## src/rtl/bridge_window_decode.sv

```systemverilog
module bridge_window_decode #(
  parameter int ADDR_W = 32,
  parameter int GRAN_W = 20
) (
  input  logic                     clk,
  input  logic                     rst_n,
  input  logic                     txn_valid,
  input  logic                     txn_side,
  input  logic [ADDR_W-1:0]        txn_addr,
  input  logic [ADDR_W-GRAN_W-1:0] pf_base,
  input  logic [ADDR_W-GRAN_W-1:0] pf_limit,
  input  logic [ADDR_W-GRAN_W-1:0] io_base,
  input  logic [ADDR_W-GRAN_W-1:0] io_limit,
  input  logic                     vga_en,
  output logic                     claim_dn,
  output logic                     claim_up,
  output logic                     pf_hit
);
  localparam int WIN_W = ADDR_W - GRAN_W;
  localparam logic [ADDR_W-1:0] VGA_LO = ADDR_W'(32'h000A_0000);
  localparam logic [ADDR_W-1:0] VGA_HI = ADDR_W'(32'h000B_FFFF);

  logic [WIN_W-1:0] gran;
  logic in_pf, in_io, in_vga, any_win;

  assign gran    = txn_addr[ADDR_W-1:GRAN_W];
  assign in_pf   = (gran >= pf_base) && (gran <= pf_limit);
  assign in_io   = (gran >= io_base) && (gran <= io_limit);
  assign in_vga  = vga_en && (txn_addr >= VGA_LO) && (txn_addr <= VGA_HI);
  assign any_win = in_pf || in_io || in_vga;

  always_ff @(posedge clk) begin
    if (!rst_n) begin
      claim_dn <= 1'b0;
      claim_up <= 1'b0;
      pf_hit   <= 1'b0;
    end else begin
      claim_dn <= txn_valid && !txn_side && any_win;
      claim_up <= txn_valid &&  txn_side && !any_win;
      pf_hit   <= txn_valid && in_pf;
    end
  end
endmodule


```

## config.mk

```make
export PLATFORM = sky130hd
export DESIGN_NAME = bridge_window_decode
export DESIGN_NICKNAME = d
export VERILOG_FILES = /design/src/rtl/bridge_window_decode.sv
export SDC_FILE = /design/constraint.sdc
export NUM_CORES = 1
export LEC_CHECK = 0
export BUFFER_PORTS_ARGS = -buffer_cell sky130_fd_sc_hd__buf_2
export CAP_MARGIN = 20
export CORE_MARGIN = 5
export CORE_UTILIZATION = 43
export DETAILED_ROUTE_END_ITERATION = 7
export PLACE_DENSITY_LB_ADDON = 0.08
export SYNTH_ARGS = -nofsm -noshare
export SYNTH_HDL_FRONTEND = slang
export SYNTH_SLANG_ARGS = --single-unit
export TNS_END_PERCENT = 5
```

## constraint.sdc

```tcl
create_clock -name clk -period 1.5 [get_ports clk]
set_input_delay 0.15 -clock clk [delete_from_list [all_inputs] [get_ports clk]]
set_output_delay 0.15 -clock clk [all_outputs]
set_load 0.005 [all_outputs]
```

# Yosys cells after proc, flatten, opt, wreduce, memory -nomap -nowiden
# Index checks and enable logic that the tools add are counted.
[word_totals] in_bits=85 word_cells=22 output_inout_bits=3 register_bits=3
[classes] magnitude_cmp=6 reduce_logical=13
[op_table] op="$ge 32x20->1 const B" count=1
[op_table] op="$le 32x20->1 const B" count=1
[op_table] op="$ge 12x12->1" count=2
[op_table] op="$le 12x12->1" count=2
[op_table] op="$logic_and 1x1->1" count=9
[op_table] op="$logic_not 1->1" count=2
[op_table] op="$logic_or 1x1->1" count=2

# Logic depth before layout (Yosys ltp)
# Gate-level depths: netlist (run 1).
[logic_depth] word_depth=6 ltp_mapped=8

# Worst setup path before layout (run 1)
# No wires, ideal clock.
[synth_timing] path_kind="in2reg" startpoint="in pf_base[9]" endpoint="reg claim_up" setup_time_ns=0.061 slack_ns=0.101 stages=8 arrival_time_ns=1.338 path_cell_list="inv_1 -> ha_1 -> a21o_1 -> a21o_1 -> a21oi_2 -> o21ai_1 -> a22oi_2 -> and4_1"
[synth_via] elab_chain_len=6
[synth_rtl] element="start, declared" line="10" source="input logic [ADDR_W-GRAN_W-1:0] pf_base,"
[synth_rtl] element="$ge 12x12->1" line="27" source="assign in_pf = (gran >= pf_base) && (gran <= pf_limit);"
[synth_rtl] element="$logic_and 1x1->1" line="27"
[synth_rtl] element="$logic_or 1x1->1 (2 in series)" line="30" source="assign any_win = in_pf || in_io || in_vga;"
[synth_rtl] element="$logic_not 1->1" line="39" source="claim_up <= txn_valid && txn_side && !any_win;"
[synth_rtl] element="$logic_and 1x1->1" line="39"
[synth_rtl] element="end signal, assigned" line="39"
[synth_rtl] element="end, declared" line="16" source="output logic claim_up,"
# No other way between the ends.
# A chain may end at the register's enable or synchronous reset.

# Worst setup path in the final report (run 1)
[layout_timing] startpoint="in txn_addr[29]" endpoint="reg claim_up"
[layout_via] elab_chain_len=6 elab_cells_between_ends=14 classes_between="6 x order compare; 8 x reduce/logical"
[layout_rtl] element="start, declared" line="9" source="input logic [ADDR_W-1:0] txn_addr,"
[layout_rtl] element="$ge 32x20->1, or another cell as far along" line="29" source="assign in_vga = vga_en && (txn_addr >= VGA_LO) && (txn_addr <= VGA_HI);"
[layout_rtl] element="$logic_and 1x1->1, on equally long branches" line="29, 27, 28"
[layout_rtl] element="$logic_and 1x1->1 or $logic_or 1x1->1 (tied branches)" line="29, 30"
[layout_rtl] element="$logic_or 1x1->1 (*)" line="30"
[layout_rtl] element="$logic_not 1->1 (*)" line="39"
[layout_rtl] element="$logic_and 1x1->1 (*)" line="39"
# Mark *: on every way between the ends. The rest lies on a longest branch, timed or not.

==> results.md, run 1 <==
* Outcome: completed
* Final RePlAce weighted congestion at ~0.80
* WL/cell at approximately 12 um
* Fin. Hold Viols at 0
* Crit path required time at 1670 ps
* Register area at between 60 and 70 um2
* ANT cells at 0
* Initial Utilization at a little over two fifths
* WHS Path Cells at 2
* Max_cap viols at 0
* Pre-antenna DRT Iters at 2
* Crit path capture type: register
* Max Slew Vio Count at 0
* Post-DRT Antenna Nets at 0
* Worst setup margin at 85.65 ps
* Maximum buffer depth of the clock tree at 2
* Setup TNS Final at 0 ps
* Area of the multi-input gates at ~1100 um2
* Initial antenna violation count at 0
* Leak pwr at 1.125 nW
* Nets@finish at 397
* Pin count of the biggest net entering global routing at 6
* Clk sink count at 3
* Ports at between 80 and 90
* Clock-pin slew on the worst setup and hold paths at 40 ps
* Hold Path End: claim_dn
* Tot GR Track Use at 15.87%
* # port buffers at 70
* Library cells used by synthesis at 23
* Syn nets at just over 300
* Site Rows at 20
* Final setup violation count at 0
* RSZ-0062 raised after global routing: no
* Critical path, cell by cell: buf_2 > ha_1 > a21o_1 > a21o_1 > a21oi_2 > o21ai_2 > a22oi_2 > and4_1
* Hold path startpoint: txn_side
* Vias in the first global route at 1382
* CTS H-tree depth at 1
* Maximum vdd drop at 0.0001773 V
* Via count at 1458
* Pwr dens at 371.7 nW/um2
* Filler instances at roughly 300
* Fin Hold WS at 87.94 ps
* Grt ovf at 0
* Mapped Cells at 178
* Most frequent cells in the layout: buf_2, inv_1, ha_1
* Synthesis-stage register bit count at 3
* Hold buffers post-CTS at 0
* Worst Path Arrival at ~1600 ps
* Worst Hold Class: input pin to register
* Final cell count without fillers at 296
* Commonest non-fill, non-tap cell in the layout: buf_2
* Startpoint Class: input pin
* Area growth, synth to finish at 43.39%
* Seq/Total Area, Yosys at 4.598%
* Yosys warns at 0
* Tmin final at 1414 ps
* TritonCTS clock tree: built
* Die width at between 60 and 70 um
* Share of cells above drive strength 1 at 37.26%
* Detailed Place HPWL at between 3000 and 4000 um
* Max FO, Critical Path at 5
* Core Region at just under 3000 um2
* Slew HR at between 80 and 90%
* Die ar. at 4240 um2
* Number of remaining DRC errors at 0
* Crit share post-route at 94.29%
* CP max stage cell: ha_1
* Number of DRC markers in iteration 0 at 29
* Max Freq at between 700 and 800 MHz
* First-pass GRT wire length at 5589 um
* Synth Area per Inst at 7.339 um2
* Top cell by count, worst path: a21o_1
* Num CTS Buffers at 3
* Slowest Stage Delay on Critical Path at 310 ps
* Placed Cells at 292
* Setup slack at placement at -195.8 ps
* Worst-margin pin slew at 260.9 ps
* CP Class: input pin to register
* Mapped Area at 1306 um2
* Clk root buf: clkbuf_4
* Drt total wl at 3420 um
* Vias per cell at 4.926
* Die H at 65.12 um
[kinds of logic after synthesis]
family,Yosys count,synth area share [%]
buffers and inverters,46,13.22
flip-flops,3,4.598
AND/OR/NAND/NOR,39,16.38
AO/OA/AOI/OAI,42,19.83
adder cells (fa/ha/maj),48,45.98
[report_power, final]
part / switching (mW) / internal (mW)
Sequential: 0.000780 / 0.0842
Clock: 0.0422 / 0.0997
Combinational: 0.227 / 0.242
[critical path, delay by kind of cell]
kind	cells	cell delay, ps
AOI/OAI and AO/OA	5	780
adders and majority gates	1	310
buffers and inverters	1	150
and+or+nand+nor	1	190
[area by class of cell]
type | count | area share (%)
tap | 33 | 2.204
sequential | 3 | 3.206
clock buffer | 4 | 1.403
timing repair buffer | 81 | 23.11
multi-input combinational | 129 | 60.85
inverter | 46 | 9.218
[cell usage after synthesis (all sizes together)]
library cell,n,area (um2)
nor2b,5,31.28
nor4,2,12.51
dfxtp,3,60.06
nor2,5,18.77
a21oi,19,98.85
nand4,9,56.30
a21o,2,15.01
o21a,2,15.01
and4,2,18.77
inv,46,172.7
a22oi,1,12.51
o211ai,5,37.54
nor4b,1,8.760
ha,48,600.6
a211oi,4,35.03
nor4bb,1,10.01
nand2,10,37.54
o21ai,9,45.04
nor3,4,20.02
[what timing repair did]
action | 4_1_cts | 5_1_grt
setup buffers | 0 | 0
gates resized for setup | 0 | 12
setup endpoints to repair | 0 | 1
[state kept, by name (all words and copies together), names as in the netlist]
| register | cells |
|---|---|
| pf_hit | 1 |
| claim_dn | 1 |
| claim_up | 1 |
[layer usage]
layer | track usage [%] | vias to the layer above | part of all wire [%]
met1 | 19.59 | 626 | 44
met2 | 29.76 | 37 | 50
li1 | - | 793 | -
met5 | 0 | - | 0
met3 | 2.564 | 2 | 5.8
met4 | 1.554 | 0 | 0.35
[per-stage QoR]
stage	total power [mW]	instance area [um2]	util, %
after global routing	0.7807	1873	62.90
after detailed placement	0.5296	1780	59.79
after floorplan	0.3328	1306	-
final	0.6962	1873	62.90
after CTS	0.6761	1807	60.67
after global placement	0.5227	1780	59.79
[worst max-delay path by stage]
stage,startpoint,slack [ps],cells after the start,endpoint
2_1_floorplan,pf_base[9],100,8,claim_up
3_3_place_gp,txn_addr[22],-150,8,claim_up
3_5_place_dp,txn_addr[22],-200,8,claim_up
4_1_cts,txn_addr[22],30,8,claim_up
5_1_grt,txn_addr[30],10,8,claim_up
6_report,txn_addr[29],90,8,claim_up
Note: power is estimated with default switching activity, not from simulation.
==> inputs of run 2 (changes only) <==
--- a/config.mk
+++ b/config.mk
@@ -6,9 +6,9 @@
 export NUM_CORES = 1
 export LEC_CHECK = 0
 export BUFFER_PORTS_ARGS = -buffer_cell sky130_fd_sc_hd__buf_2
-export CAP_MARGIN = 20
 export CORE_MARGIN = 5
 export CORE_UTILIZATION = 43
+export CTS_BUF_LIST = sky130_fd_sc_hd__clkbuf_16
 export DETAILED_ROUTE_END_ITERATION = 7
 export PLACE_DENSITY_LB_ADDON = 0.08
 export SYNTH_ARGS = -nofsm -noshare
==> run 2 against run 1 <==
Sequential cell count is the same. Sequential power barely moved. Critical path depth is the same. Largest power group unchanged. Combinational power about the same. Highest routed layer is now met3. Wire length increased by 0.99%. First-iteration DRC count fell by 34%. Hold slack improved by 30 ps.
==> results.md, run 2 (synthesis gave the netlist of run 1 again) <==
* Die H at 65.12 um
* Worst Path Arrival at 1590 ps
* Vias in the first global route at roughly 1400
* Vias per cell at 4.963
* Nets@finish at 397
* Placed Cells at 292
* Pin count of the biggest net entering global routing at 6
* Slowest Stage Delay on Critical Path at 310 ps
* Critical path, cell by cell: buf_2 > ha_1 > a21o_1 > a21o_1 > a21oi_2 > o21ai_2 > a22oi_2 > and4_1
* Top cell by count, worst path: a21o_1
* Slew HR at between 80% and 90%
* Register area at 60.06 um2
* Outcome: completed
* WP buf/inv at 1
* Most frequent cells in the layout: buf_2, inv_1, ha_1
* First-pass GRT wire length at approximately 5600 um
* Number of remaining DRC errors at 0
* Max FO, Critical Path at 5
* Initial antenna violation count at 0
* Maximum vdd drop at roughly 0.00027 V
* Ports at 88
* Commonest non-fill, non-tap cell in the layout: buf_2
* Num CTS Buffers at 3
* Delay-heaviest family, CP: compound AO/OA/AOI/OAI gates
* Pre-antenna DRT Iters at 4
* Detailed Place HPWL at 3040 um
* Worst setup margin at 69.96 ps
* CP Class: input pin to register
* Final setup violation count at 0
* Area growth, synth to finish at 47.41%
* Max Slew Vio Count at 0
* Tmin final at 1430 ps
* Postcts setup bufs at 0
* ANT cells at 0
* CTS H-tree depth at 1
* Initial Utilization at 43.87%
* Crit share post-route at between 90% and 100%
* Clock-pin slew on the worst setup and hold paths at 30 ps
* Drt total wl at 3454 um
* Final Util at between 60% and 70%
* # port buffers at 70
* Final cell count without fillers at 296
* Leak pwr at approximately 1.2 nW
* WL/cell at 11.67 um
* CP max stage cell: ha_1
* Clk sink count at 3
* Post-DRT Antenna Nets at 0
* Crit path required time at around 1700 ps
* Filler instances at 290
* Worst-margin pin slew at ~260 ps
* Max_cap viols at 0
* Share of cells above drive strength 1 at 37.26%
* Fin. Hold Viols at 0
* Area of the multi-input gates at 1140 um2
* Site Rows at 20
* Crit path capture type: register
* Number of DRC markers in iteration 0 at 19
* Die ar. at 4240 um2
* TritonCTS clock tree: built
* Core Region at 2978 um2
* Max Freq at 699.3 MHz
* Largest regs: claim_dn (1), claim_up (1), pf_hit (1)
* Startpoint Class: input pin
* Via count at around 1500
* Clk root buf: clkbuf_16
* Fin Hold WS at roughly 120 ps
* Maximum buffer depth of the clock tree at 2
* Grt ovf at 0
* Final RePlAce weighted congestion at 0.8005
* Worst Hold Class: input pin to register
* Tot GR Track Use at between 10% and 20%
* Die width at between 60 and 70 um
* Pwr dens at 504.7 nW/um2
* Setup slack at placement at -195.8 ps
## run 2: path summary, 6_finish.rpt
check	depth (start not counted)	end	start
max	8	claim_up	txn_addr[29]
min	2	claim_dn	txn_side
## run 2: cell type report
type                       count  area share [%]
clock buffer                   3           3.899
multi-input combinational    129           59.19
sequential                     3           3.119
inverter                      46           8.967
tap                           33           2.144
timing repair buffer          81           22.48
clock inverter                 1          0.1949
## run 2: metal layers
metal  vias up  GRT usage, %  wire length (um)
met4         0        0.7772                 0
met3         0         3.077               211
met1       636         19.79              1520
met5         -             0                 0
met2        39         29.89              1722
li1        794             -                 -
## run 2: timing repair
item | 4_1_cts | 5_1_grt
gates resized for setup | 0 | 12
hold buffers | 0 | 0
endpoints found under the setup margin | 0 | 2
## run 2: metrics by stage
stage	power, mW	setup TNS (ps)	cell area (um2)
after global routing	1.059	-1.710	1926
after floorplan	0.3328	0	1306
final	0.9719	0	1926
after global placement	0.5227	-303.4	1780
after CTS	0.9538	0	1859
after detailed placement	0.5296	-388.9	1780
## run 2: report_power, final
part | internal [mW] | switching [mW] | leakage [nW]
combinational | 0.242 | 0.228 | 1.09
sequential | 0.0844 | 0.000743 | 0.0244
clock | 0.344 | 0.0732 | 0.0423
total | 0.670 | 0.302 | 1.15
==> inputs of run 3 (changes only) <==
--- a/config.mk
+++ b/config.mk
@@ -7,10 +7,11 @@
 export LEC_CHECK = 0
 export BUFFER_PORTS_ARGS = -buffer_cell sky130_fd_sc_hd__buf_2
 export CORE_MARGIN = 5
-export CORE_UTILIZATION = 43
-export CTS_BUF_LIST = sky130_fd_sc_hd__clkbuf_16
+export CORE_UTILIZATION = 44
+export CTS_BUF_LIST = sky130_fd_sc_hd__clkbuf_2 sky130_fd_sc_hd__clkbuf_4 sky130_fd_sc_hd__clkbuf_8
 export DETAILED_ROUTE_END_ITERATION = 7
 export PLACE_DENSITY_LB_ADDON = 0.08
+export SKIP_LAST_GASP = 1
 export SYNTH_ARGS = -nofsm -noshare
 export SYNTH_HDL_FRONTEND = slang
 export SYNTH_SLANG_ARGS = --single-unit
==> run 3 against run 2 <==
First-iteration DRC count grew to 3.2 times the previous value. Critical endpoint unchanged. Clock-buffer cell count up 1. Setup slack improved by 8.1 ps. Critical path depth is the same. Wire length decreased by 0.55%. Cell area down 3.2%. Final cell count down 1.0%. Hold slack got worse by 24 ps. Via count increased by 0.14%. Sequential share of layout area rose by 0.10 points. Utilization rose by 1.8 points. Largest cell class unchanged. Sequential power is essentially flat.
==> results.md, run 3 (synthesis gave the netlist of run 1 again) <==
* Max Freq at 703.3 MHz
* ANT cells at 0
* Number of remaining DRC errors at 0
* Ports at 88
* CP Class: input pin to register
* Share of cells above drive strength 1 at 37.02%
* Worst-margin pin slew at 258.4 ps
* Final Util at approximately 66%
* Vias in the first global route at 1384
* TritonCTS clock tree: built
* Pwr dens at 376.5 nW/um2
* Slowest Stage Delay on Critical Path at 320 ps
* Die ar. at a little over 4000 um2
* Total power at ~0.7 mW
* Vias per cell at approximately 5
* Tot GR Track Use at 15.87%
* Final RePlAce weighted congestion at 0.7894
* Maximum buffer depth of the clock tree at 2
* # port buffers at 70
* Max Slew Vio Count at 0
* Initial Utilization at 46.57%
* Maximum vdd drop at 0.0001707 V
* Crit path capture type: register
* CTS H-tree depth at 1
* Clk root buf: clkbuf_4
* First-pass GRT wire length at between 5000 and 6000 um
* Area post-placement at 1770 um2
* Worst Path Arrival at 1540 ps
* WP buf/inv at 1
* Hold buffers post-CTS at 0
* Via count at 1471
* Clock-pin slew on the worst setup and hold paths at about 40 ps
* Crit path required time at 1620 ps
* Max FO, Critical Path at 5
* Most frequent cells in the layout: buf_2, inv_1, ha_1
* Num CTS Buffers at 3
* Worst Hold Class: input pin to register
* Final Cell Area at 1863 um2
* Grt ovf at 0
* WL/cell at 11.72 um
* Die H at 64.49 um
* Leak pwr at around 1.1 nW
* Core Region at approximately 2800 um2
* Slew HR at 82.54%
* Area growth, synth to finish at 42.62%
* Drt total wl at between 3000 and 4000 um
* Largest regs: claim_dn (1), claim_up (1), pf_hit (1)
* Hold Path End: claim_dn
* Clk sink count at 3
* WHS Path Cells at 2
* Tmin final at 1422 ps
* Outcome: completed
* Fin. Hold Viols at 0
* Pre-antenna DRT Iters at 3
* Pin count of the biggest net entering global routing at 6
* Nets@finish at about 400
* Max_cap viols at 0
* Die width at 64.49 um
* Post-DRT Antenna Nets at 0
* Startpoint Class: input pin
* Commonest non-fill, non-tap cell in the layout: buf_2
* Critical path, cell by cell: buf_2 > ha_1 > a21oi_1 > o21a_1 > o211ai_1 > o21ai_1 > a22oi_2 > and4_1
* Hold path startpoint: txn_side
* Number of DRC markers in iteration 0 at 60
* Final setup violation count at 0
* Initial antenna violation count at 0
* Delay-heaviest family, CP: compound AO/OA/AOI/OAI gates
* Site Rows at 19
* CP max stage cell: ha_1
* Detailed Place HPWL at about 3000 um
* Crit share post-route at 94.79%
==> run 3: what timing repair did <==
item                                    4_1_cts  5_1_grt
buffers inserted                              0        0
endpoints found under the setup margin        0        2
gates resized for setup                       0       11
==> run 3: layout make-up <==
class	instances	area, um2
fill	293	942.2
multi-input combinational	129	1136
tap	31	38.79
inverter	46	172.7
sequential	3	60.06
clock buffer	4	30.03
timing repair buffer	80	425.4
==> run 3: power by group <==
part           total [mW]  internal (mW)  switching, mW
combinational       0.459          0.236          0.223
sequential         0.0849         0.0842       0.000654
clock               0.158          0.118         0.0400
==> run 3: stage by stage <==
| stage | cells | hold slack [ps] | TNS, ps | setup slack [ps] |
|---|---|---|---|---|
| finish | 293 | 94.45 | 0 | 78.08 |
| floorplan | 178 | 228.1 | 0 | 101.4 |
| global route | 293 | 97.58 | -20.61 | -14.24 |
| global placement | 289 | 338.0 | -276.7 | -146.7 |
| CTS | 293 | 89.79 | 0 | 38.75 |
| detailed placement | 289 | 330.6 | -394.3 | -200.2 |
==> run 3: worst max path at each step <==
stage	depth (start not counted)	to	startpoint	slack, ps
6_report	8	claim_up	txn_addr[29]	80
5_1_grt	9	claim_up	txn_addr[22]	-10
4_1_cts	8	claim_up	txn_addr[22]	40
3_5_place_dp	8	claim_up	txn_addr[22]	-200
3_3_place_gp	8	claim_up	txn_addr[22]	-150
2_1_floorplan	8	claim_up	pf_base[9]	100
==> run 3: per-layer routing <==
metal  GRT usage, %  up-vias  share of wire, %
met4          3.958        0              0.49
met3          1.900        2               5.6
met1          19.29      634                43
met2          29.51       41                51
met5              0        -                 0
li1               -      794                 -
